[config.mk]
export PLATFORM = sky130hd
export DESIGN_NAME = wdog_once
export DESIGN_NICKNAME = d
export VERILOG_FILES = /design/src/rtl/wdog_once.sv
export SDC_FILE = /design/constraint.sdc
export NUM_CORES = 1
export LEC_CHECK = 0
export BUFFER_PORTS_ARGS = -buffer_cell sky130_fd_sc_hd__buf_4
export CORE_MARGIN = 4
export CORE_UTILIZATION = 50
export DETAILED_ROUTE_END_ITERATION = 10
export GPL_TIMING_DRIVEN = 1
export HOLD_SLACK_MARGIN = 0.12
export PLACE_DENSITY = 0.71
export SYNTH_ARGS = -nofsm -noshare
export SYNTH_HDL_FRONTEND = slang
export SYNTH_SLANG_ARGS = --single-unit
[constraint.sdc]
create_clock -name clk -period 2.4 [get_ports clk]
set_clock_uncertainty 0.1 [all_clocks]
set_input_delay 0.6 -clock clk [delete_from_list [all_inputs] [get_ports clk]]
set_output_delay 0.6 -clock clk [all_outputs]
set_load 0.005 [all_outputs]
[src/rtl/wdog_once.sv]
module wdog_once #(
  parameter int WIDTH = 16
) (
  input  logic             clk,
  input  logic             por_n,
  input  logic             wr_en,
  input  logic [WIDTH-1:0] wr_data,
  output logic             rst_req,
  output logic             wd_flag
);

  localparam logic [WIDTH-1:0] ONE = WIDTH'(1);

  logic             armed_q;
  logic [WIDTH-1:0] limit_q;
  logic [WIDTH-1:0] cnt_q;

  wire zero_wr = wr_en && (wr_data == '0);
  wire arm_wr  = wr_en && !armed_q && (wr_data != '0);
  wire reload  = wr_en && armed_q;
  wire expire  = armed_q && !wr_en && (cnt_q == ONE);

  always_ff @(posedge clk or negedge por_n) begin
    if (!por_n) begin
      armed_q <= 1'b0;
      limit_q <= '0;
      cnt_q   <= '0;
    end else if (arm_wr) begin
      armed_q <= 1'b1;
      limit_q <= wr_data;
      cnt_q   <= wr_data;
    end else if (reload) begin
      cnt_q   <= limit_q;
    end else if (expire) begin
      armed_q <= 1'b0;
      limit_q <= '0;
      cnt_q   <= '0;
    end else if (armed_q) begin
      cnt_q   <= cnt_q - ONE;
    end
  end

  always_ff @(posedge clk or negedge por_n) begin
    if (!por_n) rst_req <= 1'b0;
    else        rst_req <= expire;
  end

  always_ff @(posedge clk or negedge por_n) begin
    if (!por_n)       wd_flag <= 1'b0;
    else if (expire)  wd_flag <= 1'b1;
    else if (zero_wr) wd_flag <= 1'b0;
  end

  assert_idle_quiet_R1: assert property (@(posedge clk) disable iff (!por_n)
    !armed_q |=> !rst_req);

  assert_flag_with_req_R4: assert property (@(posedge clk) disable iff (!por_n)
    rst_req |-> wd_flag);

  assert_one_cycle_pulse_R5: assert property (@(posedge clk) disable iff (!por_n)
    rst_req |=> !rst_req);

  assert_disarm_after_req_R5: assert property (@(posedge clk) disable iff (!por_n)
    rst_req |-> !armed_q);

  assert_zero_clears_R6: assert property (@(posedge clk) disable iff (!por_n)
    (wr_en && wr_data == '0) |=> !wd_flag);

  assert_limit_kept_R7: assert property (@(posedge clk) disable iff (!por_n)
    (armed_q && wr_en) |=> $stable(limit_q));

  assert_write_beats_expiry_R8: assert property (@(posedge clk) disable iff (!por_n)
    wr_en |=> !rst_req);

endmodule

==> impl_metrics.prom <==
# TYPE chip_impl_metric gauge
chip_impl_metric{name="initial_utilization",unit="%"} 52.8
chip_impl_info{name="worstSetupEndpointType",value="flop"} 1
chip_impl_metric{name="filler_cell_count",unit=""} 318
chip_impl_metric{name="clock-sinks",unit=""} 35
chip_impl_metric{name="antenna_cells",unit=""} 0
chip_impl_metric{name="pint",unit="W"} 0.00157
chip_impl_metric{name="gpl.final_weighted_congestion",unit=""} 0.888
chip_impl_metric{name="track_usage",unit="%"} 21.9
chip_impl_metric{name="multi_input_logic_area",unit="um^2"} 1000
chip_impl_metric{name="maxCapViolations",unit=""} 0
chip_impl_metric{name="io-pin-count",unit=""} 21
chip_impl_metric{name="holdBufCountCts",unit=""} 0
chip_impl_info{name="most-common-layout-cells",value="dfrtp_1, buf_4, nand2_1"} 1
chip_impl_info{name="timing.rr.start",value="cnt_q[1]$_DFFE_PN0P_"} 1
chip_impl_metric{name="fin_hold_ws",unit="ps"} 160
chip_impl_metric{name="globalRoute.totalOverflow",unit=""} 0
chip_impl_metric{name="count_of_flip_flops_with_a_built_in_enable_after_synthesis",unit=""} 0
chip_impl_info{name="synth.top_cells.by_area",value="dfrtp_1, a22o_1, xnor2_1, nand2_1, nand4_1"} 1
chip_impl_metric{name="worst-path-stages",unit=""} 6
chip_impl_info{name="crit_family",value="simple AND/OR/NAND/NOR gates"} 1
chip_impl_metric{name="placement.io_buffers",unit=""} 20
chip_impl_metric{name="timing_max_transition_violations_final",unit=""} 0
chip_impl_metric{name="drt_drc_violations_left",unit=""} 0
chip_impl_info{name="cpMaxStageDelayCell",value="nor2_2"} 1
chip_impl_info{name="postSynth.topFlopCell",value="dfrtp_1"} 1
chip_impl_info{name="rsz0062_at_grt",value="false"} 1
chip_impl_metric{name="worst-slew-pin-transition",unit="ps"} 715
chip_impl_metric{name="slew_headroom",unit="%"} 52.3
chip_impl_metric{name="cts_htree_levels",unit=""} 2
chip_impl_metric{name="die_area",unit="um^2"} 4990
chip_impl_metric{name="instance_count_of_the_mapped_netlist",unit=""} 201
chip_impl_metric{name="post_layout_minimum_cycle_time",unit="ps"} 2250
chip_impl_metric{name="seqPwrFrac",unit="%"} 45.1
chip_impl_info{name="critPathLaunchType",value="primary input"} 1
chip_impl_metric{name="detail_route.wirelength",unit="um"} 4980
chip_impl_metric{name="arrival",unit="ps"} 2380
chip_impl_metric{name="grt_start_max_net_pins",unit=""} 39
chip_impl_metric{name="synth-warning-count",unit=""} 0
chip_impl_metric{name="cts-root-to-sink-buffers",unit=""} 2
chip_impl_info{name="path_class",value="in -> reg"} 1
chip_impl_metric{name="post_synthesis_sequential_element_count",unit=""} 35
chip_impl_info{name="critical_path.cell_chain",value="buf_4 > nor4_1 > nand4_1 > and3_1 > nor2_2 > a22o_1"} 1
chip_impl_info{name="synth_top_cell_by_area",value="dfrtp_1"} 1
chip_impl_metric{name="finalHoldViolCount",unit=""} 0
chip_impl_metric{name="clock_insertion_delay_worst_skew",unit="ps"} 290
chip_impl_metric{name="area.growth.synth_to_final",unit="%"} 16.3
chip_impl_metric{name="core_area",unit="um^2"} 3720
chip_impl_metric{name="post_route_cells_drive_above_1_share",unit="%"} 19.1
chip_impl_metric{name="synth_largest_type_area_fraction",unit="%"} 44.6
chip_impl_metric{name="firstDrtPassIters",unit=""} 5
chip_impl_info{name="regToRegEndpoint",value="cnt_q[10]$_DFFE_PN0P_"} 1
chip_impl_info{name="hold_class",value="in -> async"} 1
chip_impl_metric{name="design_area",unit="um^2"} 2280
chip_impl_metric{name="synth_nets",unit=""} 222
chip_impl_metric{name="critical_path_required",unit="ps"} 2530
chip_impl_metric{name="total_leakage_power",unit="nW"} 0.990
chip_impl_metric{name="vias_per_std_cell",unit=""} 6.53
chip_impl_metric{name="critical_path_buf_inv_count",unit=""} 1
chip_impl_metric{name="power.ir.vdd_worst",unit="mV"} 0.416
chip_impl_metric{name="regToRegSetupSlack",unit="ps"} 210
chip_impl_metric{name="clock.fmax",unit="MHz"} 444
chip_impl_info{name="cts_tree",value="built"} 1
chip_impl_metric{name="asyncSetResetFlopFracSynth",unit="%"} 100
chip_impl_metric{name="detail-route-antenna-nets",unit=""} 0
chip_impl_metric{name="post_dp_cell_area",unit="um^2"} 2170
chip_impl_info{name="cts_root_buf",value="clkbuf_8"} 1
chip_impl_metric{name="cts.repair_timing.setup_buffer_count",unit=""} 0
chip_impl_metric{name="postSynthAreaPerCell",unit="um^2"} 9.76
chip_impl_metric{name="synth.yosys.seq_area_share",unit="%"} 44.6
chip_impl_metric{name="switching_power",unit="W"} 0.000874
chip_impl_metric{name="fin_crit_sh",unit="%"} 93.8
chip_impl_metric{name="clock_power_share",unit="%"} 19.3
chip_impl_metric{name="cp_peak_stage_delay",unit="ps"} 570
chip_impl_metric{name="synth_area",unit="um^2"} 1960
chip_impl_metric{name="finish.net_count",unit=""} 245
chip_impl_metric{name="dr_total_vias",unit=""} 1782
chip_impl_metric{name="clk_pin_slew",unit="ps"} 70
chip_impl_info{name="run_status",value="completed"} 1
chip_impl_metric{name="row_count",unit=""} 22
chip_impl_metric{name="tritoncts.num_buffers",unit=""} 5
chip_impl_metric{name="grt_first_pass_wirelength",unit="um"} 8690
chip_impl_info{name="leading_cell_type_in_the_layout_fill_and_taps_excluded",value="dfrtp_1"} 1
chip_impl_metric{name="first_iter_violations",unit=""} 159
chip_impl_metric{name="ff_latch_area",unit="um^2"} 876
chip_impl_metric{name="worst_reg_to_reg_path_cell_count",unit=""} 8
chip_impl_metric{name="powerDensity",unit="nW/um^2"} 1070
chip_impl_metric{name="die_h",unit="um"} 70.6
chip_impl_metric{name="number_of_antenna_violations_at_the_first_check_in_global_routing",unit=""} 0
chip_impl_info{name="crit_end",value="limit_q[4]$_DFFE_PN0P_"} 1
chip_impl_metric{name="pwr-share-comb",unit="%"} 35.6
chip_impl_metric{name="synthDistinctLibCells",unit=""} 50
chip_impl_info{name="crit_startpoint",value="wr_data[11]"} 1
chip_impl_metric{name="wl_per_cell",unit="um"} 18.3
chip_impl_metric{name="worst-path-max-fanout",unit=""} 15
chip_impl_metric{name="first_global_vias",unit=""} 1784
chip_impl_metric{name="die_wd",unit="um"} 70.6
chip_impl_metric{name="hpwl",unit="um"} 3420
chip_impl_metric{name="fraction_of_power_spent_switching_nets",unit="%"} 35.7
chip_impl_metric{name="final-setup-viol-count",unit=""} 0
[sequential cells by signal, indices dropped and copies added, names as in the netlist]
| signal | flops |
|---|---|
| cnt_q | 16 |
| rst_req | 1 |
| wd_flag | 1 |
| limit_q | 16 |
| armed_q | 1 |
[worst min-delay path by stage]
stage          cells past startpoint                      to                   start  slack (ps)
2_1_floorplan                      0     armed_q$_DFFE_PN0P_                   por_n         200
3_3_place_gp                       1  limit_q[5]$_DFFE_PN0P_  limit_q[5]$_DFFE_PN0P_         380
3_5_place_dp                       1  limit_q[5]$_DFFE_PN0P_  limit_q[5]$_DFFE_PN0P_         380
4_1_cts                            1    cnt_q[1]$_DFFE_PN0P_                   por_n         170
5_1_grt                            1  limit_q[0]$_DFFE_PN0P_                   por_n         200
6_report                           1   cnt_q[10]$_DFFE_PN0P_                   por_n         160
[final cells by class]
cell class	instances	share of cell area, %
timing repair buffer	29	9.54
inverter	6	0.987
clock buffer	8	4.39
tap	48	2.63
multi-input combinational	147	44.0
sequential	35	38.4
[per-stage QoR]
stage          instances  util (%)  TNS [ps]  setup WS (ps)  total power [W]
6_report             273      61.4         0            148          0.00245
5_1_grt              273      61.4         0           36.2          0.00263
3_5_place_dp         265      58.5     -1720           -122          0.00196
4_1_cts              273      61.2         0            175          0.00244
3_3_place_gp         265      58.5      -861          -61.8          0.00192
2_1_floorplan        201         -         0            430          0.00170
[kinds of logic (layout without fill, tap and decap cells)]
logic type                 after synthesis  in the layout  synth area share, %
AOI/OAI and AO/OA                       67             67                 24.4
and+or+nand+nor                         66             66                 19.6
DFF                                     35             35                 44.6
buffers and inverters                   19             43                 4.46
xor gates and xnor gates                 9              9                 4.02
muxes                                    3              3                 1.59
adders and majority gates                2              2                 1.28
[cell usage after synthesis (all sizes together) (4+ instances only)]
cell type   n
o22ai       7
nor2       12
a21oi       9
dfrtp      35
nor3        5
a22o       15
nor4        8
nand3       4
nand4       8
xnor2       8
inv         5
nand2      18
o21ai       8
a31oi       6
buf         5
clkbuf      8
[power by group through the flow]
stage | clock network (W) | logic [W] | registers, W
2_1_floorplan | 0 | 0.000667 | 0.00104
3_5_place_dp | 0 | 0.000861 | 0.00110
3_3_place_gp | 0 | 0.000828 | 0.00109
6_report | 0.000471 | 0.000871 | 0.00110
5_1_grt | 0.000511 | 0.000980 | 0.00114
4_1_cts | 0.000481 | 0.000867 | 0.00110
[per-layer routing]
metal | track usage, % | up-vias | routed length [um]
li1 | - | 822 | -
met1 | 29.3 | 874 | 2180
met2 | 34.6 | 79 | 2370
met3 | 5.26 | 7 | 366
met4 | 8.14 | 0 | 64
met5 | 0 | - | 0
[repair_timing]
| action | CTS | global route |
|---|---|---|
| gates resized for setup | 0 | 1 |
| hold endpoints to repair | 0 | 0 |
| endpoints found under the setup margin | 0 | 2 |
Note: power is estimated with default switching activity, not from simulation.
